$ cat config.mk
export PLATFORM = sky130hd
export DESIGN_NAME = sram_ctl
export DESIGN_NICKNAME = d
export VERILOG_FILES = /design/src/rtl/sram_ctl_pkg.sv /design/src/rtl/sram_ctl_rst_sync.sv /design/src/rtl/sram_ctl_seq.sv /design/src/rtl/sram_ctl_pins.sv /design/src/rtl/sram_ctl_dpath.sv /design/src/rtl/sram_ctl.sv
export SDC_FILE = /design/constraint.sdc
export NUM_CORES = 1
export LEC_CHECK = 0
export ABC_CLOCK_PERIOD_IN_PS = 2700
export BUFFER_PORTS_ARGS = -buffer_cell sky130_fd_sc_hd__buf_2
export CAP_MARGIN = 10
export CELL_PAD_IN_SITES_DETAIL_PLACEMENT = 0
export CELL_PAD_IN_SITES_GLOBAL_PLACEMENT = 1
export CORE_MARGIN = 2
export CORE_UTILIZATION = 40
export DETAILED_ROUTE_END_ITERATION = 12
export GPL_ROUTABILITY_DRIVEN = 0
export PLACE_DENSITY_LB_ADDON = 0.1
export RECOVER_POWER = 100
export SYNTH_ARGS = -nofsm -noshare
export SYNTH_HDL_FRONTEND = slang
export SYNTH_HIERARCHICAL = 1
export SYNTH_SLANG_ARGS = --single-unit
$ cat constraint.sdc
create_clock -name clk -period 2.7 [get_ports clk]
set_input_delay 0.27 -clock clk [delete_from_list [all_inputs] [get_ports clk]]
set_output_delay 0.27 -clock clk [all_outputs]
set_load 0.02 [all_outputs]
$ cat src/rtl/sram_ctl_pkg.sv
package sram_ctl_pkg;

  typedef enum logic [2:0] {
    ST_IDLE = 3'd0,
    ST_RD   = 3'd1,
    ST_WSET = 3'd2,
    ST_WWE  = 3'd3,
    ST_WDAT = 3'd4,
    ST_WHLD = 3'd5
  } seq_st_e;

  typedef struct packed {
    logic ce_n;
    logic we_n;
    logic oe_n;
    logic drv;
  } pin_set_t;

  localparam pin_set_t PINS_PARK = '{ce_n: 1'b1, we_n: 1'b1, oe_n: 1'b1, drv: 1'b0};

  function automatic pin_set_t pins_for(seq_st_e st);
    pin_set_t p;
    p = PINS_PARK;
    case (st)
      ST_RD:   p = '{ce_n: 1'b0, we_n: 1'b1, oe_n: 1'b0, drv: 1'b0};
      ST_WSET: p = '{ce_n: 1'b0, we_n: 1'b1, oe_n: 1'b1, drv: 1'b0};
      ST_WWE:  p = '{ce_n: 1'b0, we_n: 1'b0, oe_n: 1'b1, drv: 1'b0};
      ST_WDAT: p = '{ce_n: 1'b0, we_n: 1'b0, oe_n: 1'b1, drv: 1'b1};
      ST_WHLD: p = '{ce_n: 1'b0, we_n: 1'b1, oe_n: 1'b1, drv: 1'b1};
      default: p = PINS_PARK;
    endcase
    return p;
  endfunction

endpackage

$ cat src/rtl/sram_ctl_rst_sync.sv
module sram_ctl_rst_sync #(
  parameter int STAGES = 2
) (
  input  logic clk,
  input  logic rst_n,
  output logic rst_n_sync
);
  logic [STAGES-1:0] shift_q;

  always_ff @(posedge clk or negedge rst_n) begin
    if (!rst_n) shift_q <= '0;
    else        shift_q <= {shift_q[STAGES-2:0], 1'b1};
  end

  assign rst_n_sync = shift_q[STAGES-1];
endmodule

$ cat src/rtl/sram_ctl_seq.sv
module sram_ctl_seq
  import sram_ctl_pkg::*;
#(
  parameter int RD_CYC = 2,
  parameter int WR_CYC = 2
) (
  input  logic    clk,
  input  logic    rst_n,
  input  logic    req,
  input  logic    is_wr,
  output seq_st_e st_d,
  output logic    accept,
  output logic    capture
);
  localparam int MAX_CYC = (RD_CYC > WR_CYC) ? RD_CYC : WR_CYC;
  localparam int CNT_W   = $clog2(MAX_CYC + 1);
  localparam logic [CNT_W-1:0] RD_LAST = CNT_W'(RD_CYC - 1);
  localparam logic [CNT_W-1:0] WR_LAST = CNT_W'(WR_CYC - 1);

  seq_st_e          st_q;
  logic [CNT_W-1:0] cnt_q, cnt_d;
  logic             cnt_en;

  // next-state logic
  always_comb begin
    st_d    = st_q;
    accept  = 1'b0;
    capture = 1'b0;
    case (st_q)
      ST_IDLE: begin
        if (req) begin
          accept = 1'b1;
          st_d   = is_wr ? ST_WSET : ST_RD;
        end
      end
      ST_RD: begin
        if (cnt_q == RD_LAST) begin
          capture = 1'b1;
          st_d    = ST_IDLE;
        end
      end
      ST_WSET: st_d = ST_WWE;
      ST_WWE:  st_d = ST_WDAT;
      ST_WDAT: if (cnt_q == WR_LAST) st_d = ST_WHLD;
      ST_WHLD: st_d = ST_IDLE;
      default: st_d = ST_IDLE;
    endcase
  end

  // phase counter: restarts on every state change
  always_comb begin
    cnt_en = (st_d != st_q) || (st_q == ST_RD) || (st_q == ST_WDAT);
    cnt_d  = (st_d != st_q) ? '0 : cnt_q + 1'b1;
  end

  always_ff @(posedge clk or negedge rst_n) begin
    if (!rst_n) begin
      st_q  <= ST_IDLE;
      cnt_q <= '0;
    end else begin
      st_q <= st_d;
      if (cnt_en) cnt_q <= cnt_d;
    end
  end
endmodule

$ cat src/rtl/sram_ctl_pins.sv
module sram_ctl_pins
  import sram_ctl_pkg::*;
(
  input  logic    clk,
  input  logic    rst_n,
  input  seq_st_e st_d,
  input  logic    capture,
  output logic    ce_n,
  output logic    we_n,
  output logic    oe_n,
  output logic    drv,
  output logic    ready,
  output logic    rvalid
);
  pin_set_t pins_d, pins_q;
  logic     ready_q, rvalid_q;

  always_comb pins_d = pins_for(st_d);

  always_ff @(posedge clk or negedge rst_n) begin
    if (!rst_n) begin
      pins_q   <= PINS_PARK;
      ready_q  <= 1'b1;
      rvalid_q <= 1'b0;
    end else begin
      pins_q   <= pins_d;
      ready_q  <= (st_d == ST_IDLE);
      rvalid_q <= capture;
    end
  end

  assign ce_n   = pins_q.ce_n;
  assign we_n   = pins_q.we_n;
  assign oe_n   = pins_q.oe_n;
  assign drv    = pins_q.drv;
  assign ready  = ready_q;
  assign rvalid = rvalid_q;
endmodule

$ cat src/rtl/sram_ctl_dpath.sv
module sram_ctl_dpath #(
  parameter int AW = 18,
  parameter int DW = 8
) (
  input  logic          clk,
  input  logic          rst_n,
  input  logic          accept,
  input  logic          capture,
  input  logic [AW-1:0] addr_i,
  input  logic [DW-1:0] wdata_i,
  input  logic [DW-1:0] bus_i,
  output logic [AW-1:0] addr_o,
  output logic [DW-1:0] wdata_o,
  output logic [DW-1:0] rdata_o
);
  logic [AW-1:0] addr_q;
  logic [DW-1:0] wdata_q, rdata_q;

  always_ff @(posedge clk or negedge rst_n) begin
    if (!rst_n) begin
      addr_q  <= '0;
      wdata_q <= '0;
      rdata_q <= '0;
    end else begin
      if (accept) begin
        addr_q  <= addr_i;
        wdata_q <= wdata_i;
      end
      if (capture) rdata_q <= bus_i;
    end
  end

  assign addr_o  = addr_q;
  assign wdata_o = wdata_q;
  assign rdata_o = rdata_q;
endmodule

$ cat src/rtl/sram_ctl.sv
module sram_ctl
  import sram_ctl_pkg::*;
#(
  parameter int AW          = 18,
  parameter int DW          = 8,
  parameter int RD_CYC      = 2,
  parameter int WR_CYC      = 2,
  parameter int SYNC_STAGES = 2
) (
  input  logic          clk,
  input  logic          rst_n,
  input  logic          req_i,
  input  logic          wr_i,
  input  logic [AW-1:0] addr_i,
  input  logic [DW-1:0] wdata_i,
  output logic [DW-1:0] rdata_o,
  output logic          rvalid_o,
  output logic          ready_o,
  output logic          sram_ce_n_o,
  output logic          sram_we_n_o,
  output logic          sram_oe_n_o,
  output logic [AW-1:0] sram_addr_o,
  output logic [DW-1:0] sram_dq_o,
  input  logic [DW-1:0] sram_dq_i,
  output logic          sram_dq_oe_o
);
  logic    rst_n_int;
  seq_st_e st_d;
  logic    accept, capture;

  sram_ctl_rst_sync #(.STAGES(SYNC_STAGES)) u_rst (
    .clk        (clk),
    .rst_n      (rst_n),
    .rst_n_sync (rst_n_int)
  );

  sram_ctl_seq #(.RD_CYC(RD_CYC), .WR_CYC(WR_CYC)) u_seq (
    .clk     (clk),
    .rst_n   (rst_n_int),
    .req     (req_i),
    .is_wr   (wr_i),
    .st_d    (st_d),
    .accept  (accept),
    .capture (capture)
  );

  sram_ctl_pins u_pins (
    .clk     (clk),
    .rst_n   (rst_n_int),
    .st_d    (st_d),
    .capture (capture),
    .ce_n    (sram_ce_n_o),
    .we_n    (sram_we_n_o),
    .oe_n    (sram_oe_n_o),
    .drv     (sram_dq_oe_o),
    .ready   (ready_o),
    .rvalid  (rvalid_o)
  );

  sram_ctl_dpath #(.AW(AW), .DW(DW)) u_dpath (
    .clk     (clk),
    .rst_n   (rst_n_int),
    .accept  (accept),
    .capture (capture),
    .addr_i  (addr_i),
    .wdata_i (wdata_i),
    .bus_i   (sram_dq_i),
    .addr_o  (sram_addr_o),
    .wdata_o (sram_dq_o),
    .rdata_o (rdata_o)
  );
endmodule

# --- Yosys cells after proc, flatten, opt, wreduce, memory -nomap -nowiden ---
# Index checks and enable logic that the tools add are counted.
word_totals:
  elab_cells: 39
  inputBits: 38
  output_inout_bits: 40
  regBits: 47
op_classes:
  n_mux: 11
  eq_ne: 11
  n_reduce_logical: 4
  addsub: 1
op_table:
  columns: ["operator", "n"]
  rows:
  - ["$pmux W4 S5", 1]
  - ["$pmux W3 S5", 1]
  - ["$eq A3 B2 Y1 const B", 4]
  - ["$eq A3 B3 Y1 const B", 3]
  - ["$mux W3", 3]
  - ["$eq A3 B1 Y1 const B", 2]
  - ["$logic_not A3 Y1", 2]
  - ["$mux W1", 4]
  - ["$mux W2", 2]
  - ["$ne A3 B3 Y1", 1]
  - ["$add A2 B1 Y2 const B", 1]
  - ["$eq A2 B1 Y1 const B", 1]
  - ["$logic_or A1 B1 Y1", 2]

# --- Depth between registers and ports, before layout ---
depth:
  depth_word: 6
  mapped_depth: 7
  ltp_nobuf: 7

# --- Cells and area by module ---
# The synthesis kept the hierarchy.
modules_own_cells:
  columns: ["mod", "seq_area_each_um2", "instances", "area_each_um2", "cells_per_inst"]
  rows:
  - ["sram_ctl_dpath", 850.8, 1, 1365.1, 72]
  - ["sram_ctl_seq", 125.1, 1, 320.3, 34]
  - ["sram_ctl_pins", 155.1, 1, 203.9, 14]
  - ["sram_ctl_rst_sync", 50.0, 1, 53.8, 3]

# --- Worst setup path before layout ---
# No wires, ideal clock.
synth_timing:
  path_type: "register -> register"
  startpoint: "register u_seq.st_q[2]"
  endpoint: "register u_dpath.addr_q[0], in the netlist u_dpath/addr_o[0]"
  arrival_time_ps: 1528
  slack_ps: 1047
  n_path_buf: 3
  t_required_ps: 2575
  setup_time_ps: 125
  period_less_slack_ps: 1653
  path_stages_with_launch: 6
  cell_sequence: "dfrtp_1 > buf_2 > nor4b_1 > buf_6 > buf_12 > mux2_4"
synth_via:
  elab_chain_cells: 2
synth_lines:
  columns: ["element", "line_no", "source"]
  rows:
  - ["from (decl)", "sram_ctl_seq.sv:20", "seq_st_e st_q;"]
  - ["from (signal assigned)", "sram_ctl_seq.sv:61", "st_q <= st_d;"]
  - ["$logic_not A3 Y1", "sram_ctl_seq.sv:29", "case (st_q)"]
  - ["$mux W1", "sram_ctl_seq.sv:29", null]
  - ["net accept", "sram_ctl.sv:29", "logic accept, capture;"]
  - ["to (signal assigned)", "sram_ctl_dpath.sv:26", "addr_q <= addr_i;"]
  - ["to (decl)", "sram_ctl_dpath.sv:16", "logic [AW-1:0] addr_q;"]
# The timed path passes the listed nets, and every way through them passes these cells.
# A chain may end at the register's enable or synchronous reset.

# --- Worst setup path in the final report ---
layout_timing:
  startpoint: "register u_seq.st_q[2]"
  endpoint: "register u_dpath.wdata_q[7], in the netlist u_dpath/wdata_o[7]"
layout_via:
  elab_chain_cells: 2
layout_lines:
  columns: ["element", "line_no", "source"]
  rows:
  - ["$logic_not A3 Y1", "sram_ctl_seq.sv:29", null]
  - ["$mux W1", "sram_ctl_seq.sv:29", null]
  - ["net accept", "sram_ctl.sv:29", null]
  - ["to (signal assigned)", "sram_ctl_dpath.sv:27", "wdata_q <= wdata_i;"]
  - ["to (decl)", "sram_ctl_dpath.sv:17", "logic [DW-1:0] wdata_q, rdata_q;"]
# The timed path passes the listed nets, and every way through them passes these cells.

==> qor.txt <==
======================================================================================================
Unrepaired setup endpoints after global routing                                                  false
Maximum net fanout on the critical path                                                             26
Largest cells by area after synthesis                                                     sky130_fd_sc_hd__dfrtp_1 55%, sky130_fd_sc_hd__mux2_4 15%, sky130_fd_sc_hd__mux2_2 8.1%
Routed WL                                                                                      3570 µm
Power density cells                                                                        1300 nW/µm²
Post-synthesis cell type count                                                                      29
Post-route total power                                                                       0.00301 W
Syn Std Cell Area                                                                             1940 µm²
Max Freq                                                                                     0.508 GHz
PortBufs                                                                                            77
Worst r2r path cells                                                                                 3
Standard cell core area                                                                       4690 µm²
Worst path arrival time                                                                        2.15 ns
Clock Root Buffer                                                                         sky130_fd_sc_hd__clkbuf_8
Fin nets                                                                                           242
Initial standard-cell utilization of the core                                                    41.4%
Number of instances resized during post-cts repair                                                   0
Net Count, Synth                                                                                   162
Slew at the pin closest to its max-slew limit                                                  1.74 ns
Synth Register Bits                                                                                 47
Clock tree sinks                                                                                    47
Series of cell instances along the critical path                                          nor4b_1, clkbuf_2, mux2_2
Cell at the slowest stage of the critical path                                            sky130_fd_sc_hd__clkbuf_2
Mean instance size in the synthesized netlist                                                 15.8 µm²
Std cell rows                                                                                       25
Setup_tns                                                                                         0 ns
Inserted Clock Buffers                                                                               5
Failing checks                                                                            capacitance limit, slew limit
DRC violation total after the first TritonRoute iteration                                           41
Post-detailed-route wirelength per cell                                                        13.8 µm
Most used DFF post-synth                                                                  sky130_fd_sc_hd__dfrtp_1
Number of nets still failing antenna checks after routing                                            0
Fin crit share                                                                                   72.9%
Pre-CTS worst setup slack                                                                     0.940 ns
Maxcap violations                                                                                    1
Clock tree from TritonCTS                                                                         done
Seq/Total Area, Yosys                                                                            60.8%
Clock transition at the register clock pins on the worst setup and hold paths after CTS        0.09 ns
Antenna diode count                                                                                  0
Fraction of layout instances using a drive strength above 1                                      32.4%
Vias per Instance                                                                                 4.74
CTS Hold Bufs                                                                                        1
Boundary pin count                                                                                  78
Buffer depth of the longest clock path                                                               2
Slew Limit Headroom                                                                             -16.1%
Proportion of netlist area held by the largest area contributor                                  55.4%
Kind of start point of the critical path                                                     flip-flop
Global Route Usage Sum                                                                           14.0%
Cell type with the highest aggregate area in the netlist                                  sky130_fd_sc_hd__dfrtp_1
Leakage                                                                                        1.05 nW
Area of the die                                                                               5430 µm²
Global route total overflow                                                                          0
Number of instances in the synthesized netlist                                                     123
Number of slew-limit violations in the final report                                                 46
First-pass detailed-route iteration total                                                            3
Horiz. Die Dim                                                                                 73.7 µm
Worst IR drop on VDD                                                                          0.532 mV
CP required                                                                                    2.88 ns
Number of H-tree levels                                                                              2
Fraction of synthesis flops using an asynchronous set or reset pin                                100%
Overall die height                                                                             73.7 µm
Biggest cell delay along the critical path                                                     0.60 ns
Hold depth                                                                                           2
Fill cells                                                                                         470
Final min period                                                                               1.97 ns
Routed via count                                                                                 1,224
Clock tree skew after final layout                                                          0.00733 ns
Synth-to-Final Area Change                                                                       19.4%
Critical path class                                                                         reg -> reg
Final Hold Viols                                                                                     0
Setup violations, final                                                                              0
Worst-case setup margin in the final layout                                                   0.732 ns
Warnings, synthesis                                                                                  6
# Post-CTS Setup Buffers                                                                             0
Capturing element type of the critical path                                                  flip-flop
Via count of the first global-routing pass                                                       1,226
Maximum number of pins on one net before global-route repair                                        46
Area after detailed placement                                                                 2340 µm²
Detailed-placement wirelength estimate                                                         2570 µm
Final Cell Area                                                                               2320 µm²
Initial antenna violation count                                                                      0
Wire length of the first global-routing pass                                                   5780 µm
Number of enable flip-flop cells after synthesis                                                     0
Status                                                                                    finished, violations left
Hold Crit Class                                                                              in -> reg
Drc violations                                                                                       0
Worst skew pair latency                                                                        0.29 ns
======================================================================================================
[worst paths after layout]
path	from	endpoint	slack, ns
setup reg to reg	u_seq/st_q[2]	u_dpath/wdata_o[7]	0.73
hold reg to reg	u_rst/shift_q[0]	u_rst/shift_q[1]	0.35
hold / removal	addr_i[3]	u_dpath/addr_o[3]	0.19
setup / recovery	u_seq/st_q[2]	u_dpath/wdata_o[7]	0.73
min in group asynchronous	rst_n	u_rst/shift_q[1]	0.29
max in group asynchronous	u_rst/shift_q[1]	u_dpath/rdata_o[2]	0.95
[per-stage QoR]
stage / hold slack, ns / cells / utilization [%]
after floorplan: -0.0256 / 123 / -
after global placement: 0.0568 / 249 / 49.9
final: 0.186 / 258 / 49.5
after CTS: 0.188 / 258 / 52.4
after global routing: 0.180 / 258 / 49.5
after detailed placement: 0.0568 / 249 / 49.9
[registers in the layout, indices dropped and copies added (netlist names)]
| name | count |
|---|---|
| u_dpath/rdata_o | 8 |
| u_dpath/addr_o | 18 |
| u_seq/st_q | 3 |
| u_pins/drv | 1 |
| u_pins/ready | 1 |
| u_seq/cnt_q | 2 |
| u_dpath/wdata_o | 8 |
| u_rst/shift_q | 2 |
| u_pins/we_n | 1 |
| u_pins/ce_n | 1 |
| u_pins/oe_n | 1 |
| u_pins/rvalid | 1 |
[worst max-delay path: cells and delay by family, from the launching register on]
family / cells / cell delay, ns
buffers and inverters: 1 / 0.60
AND/OR/NAND/NOR: 1 / 0.34
flip-flops: 1 / 0.50
multiplexers: 1 / 0.41
[per-layer routing]
metal	vias to the layer above	global-route usage (%)	part of all wire [%]
met5	-	0	0
li1	579	-	-
met2	46	21.3	49
met3	6	3.98	6.3
met1	593	19.0	43
met4	0	5.45	1.4
[logic make-up (layout without fill, tap and decap cells)]
family	count (synthesis)	count (layout)	share of synthesized area, %
xor+xnor	2	2	1.29
buf+inv	9	90	4.31
flops	47	47	60.8
simple gates	19	19	6.05
other cells	1	1	0.193
compound gates	9	9	2.64
mux	35	35	24.1
fa+ha+maj	1	1	0.644
[Yosys cell counts (all sizes together), types with 2 or more instances]
library cell   n
nor3           4
buf            6
a21oi          4
nor4b          2
nand2          5
inv            2
dfrtp         43
dfstp          4
mux2          34
nor2           4
o21ai          3
[cell type report]
cell class	instances	area (µm²)	area share [%]
Clock buffer	7	76.3	3.29
Timing Repair Buffer	80	353	15.2
Clock inverter	1	30.0	1.29
Inverter	2	7.51	0.323
Tap cell	54	67.6	2.91
Sequential cell	47	1180	50.9
Multi-Input combinational cell	67	606	26.1
[placed cells by master (no fill, tap or decap), types with 2 or more instances in the layout]
cell                        n
sky130_fd_sc_hd__clkbuf_8   5
sky130_fd_sc_hd__dfrtp_1   43
sky130_fd_sc_hd__mux2_2    14
sky130_fd_sc_hd__mux2_1    18
sky130_fd_sc_hd__mux2_4     2
sky130_fd_sc_hd__clkbuf_1  44
sky130_fd_sc_hd__nand2_1    5
sky130_fd_sc_hd__inv_1      2
sky130_fd_sc_hd__nor2_1     4
sky130_fd_sc_hd__dfstp_2    4
sky130_fd_sc_hd__nor3_1     3
sky130_fd_sc_hd__buf_2     36
sky130_fd_sc_hd__o21ai_0    3
sky130_fd_sc_hd__a21oi_1    4
[power breakdown]
group	leakage [nW]	internal, W	switching, W
Sequential	0.559	0.00105	0.000208
Clock	0.0524	0.000277	0.000221
Combinational	0.434	0.000484	0.000768
Power figures use the tool's default switching activity.
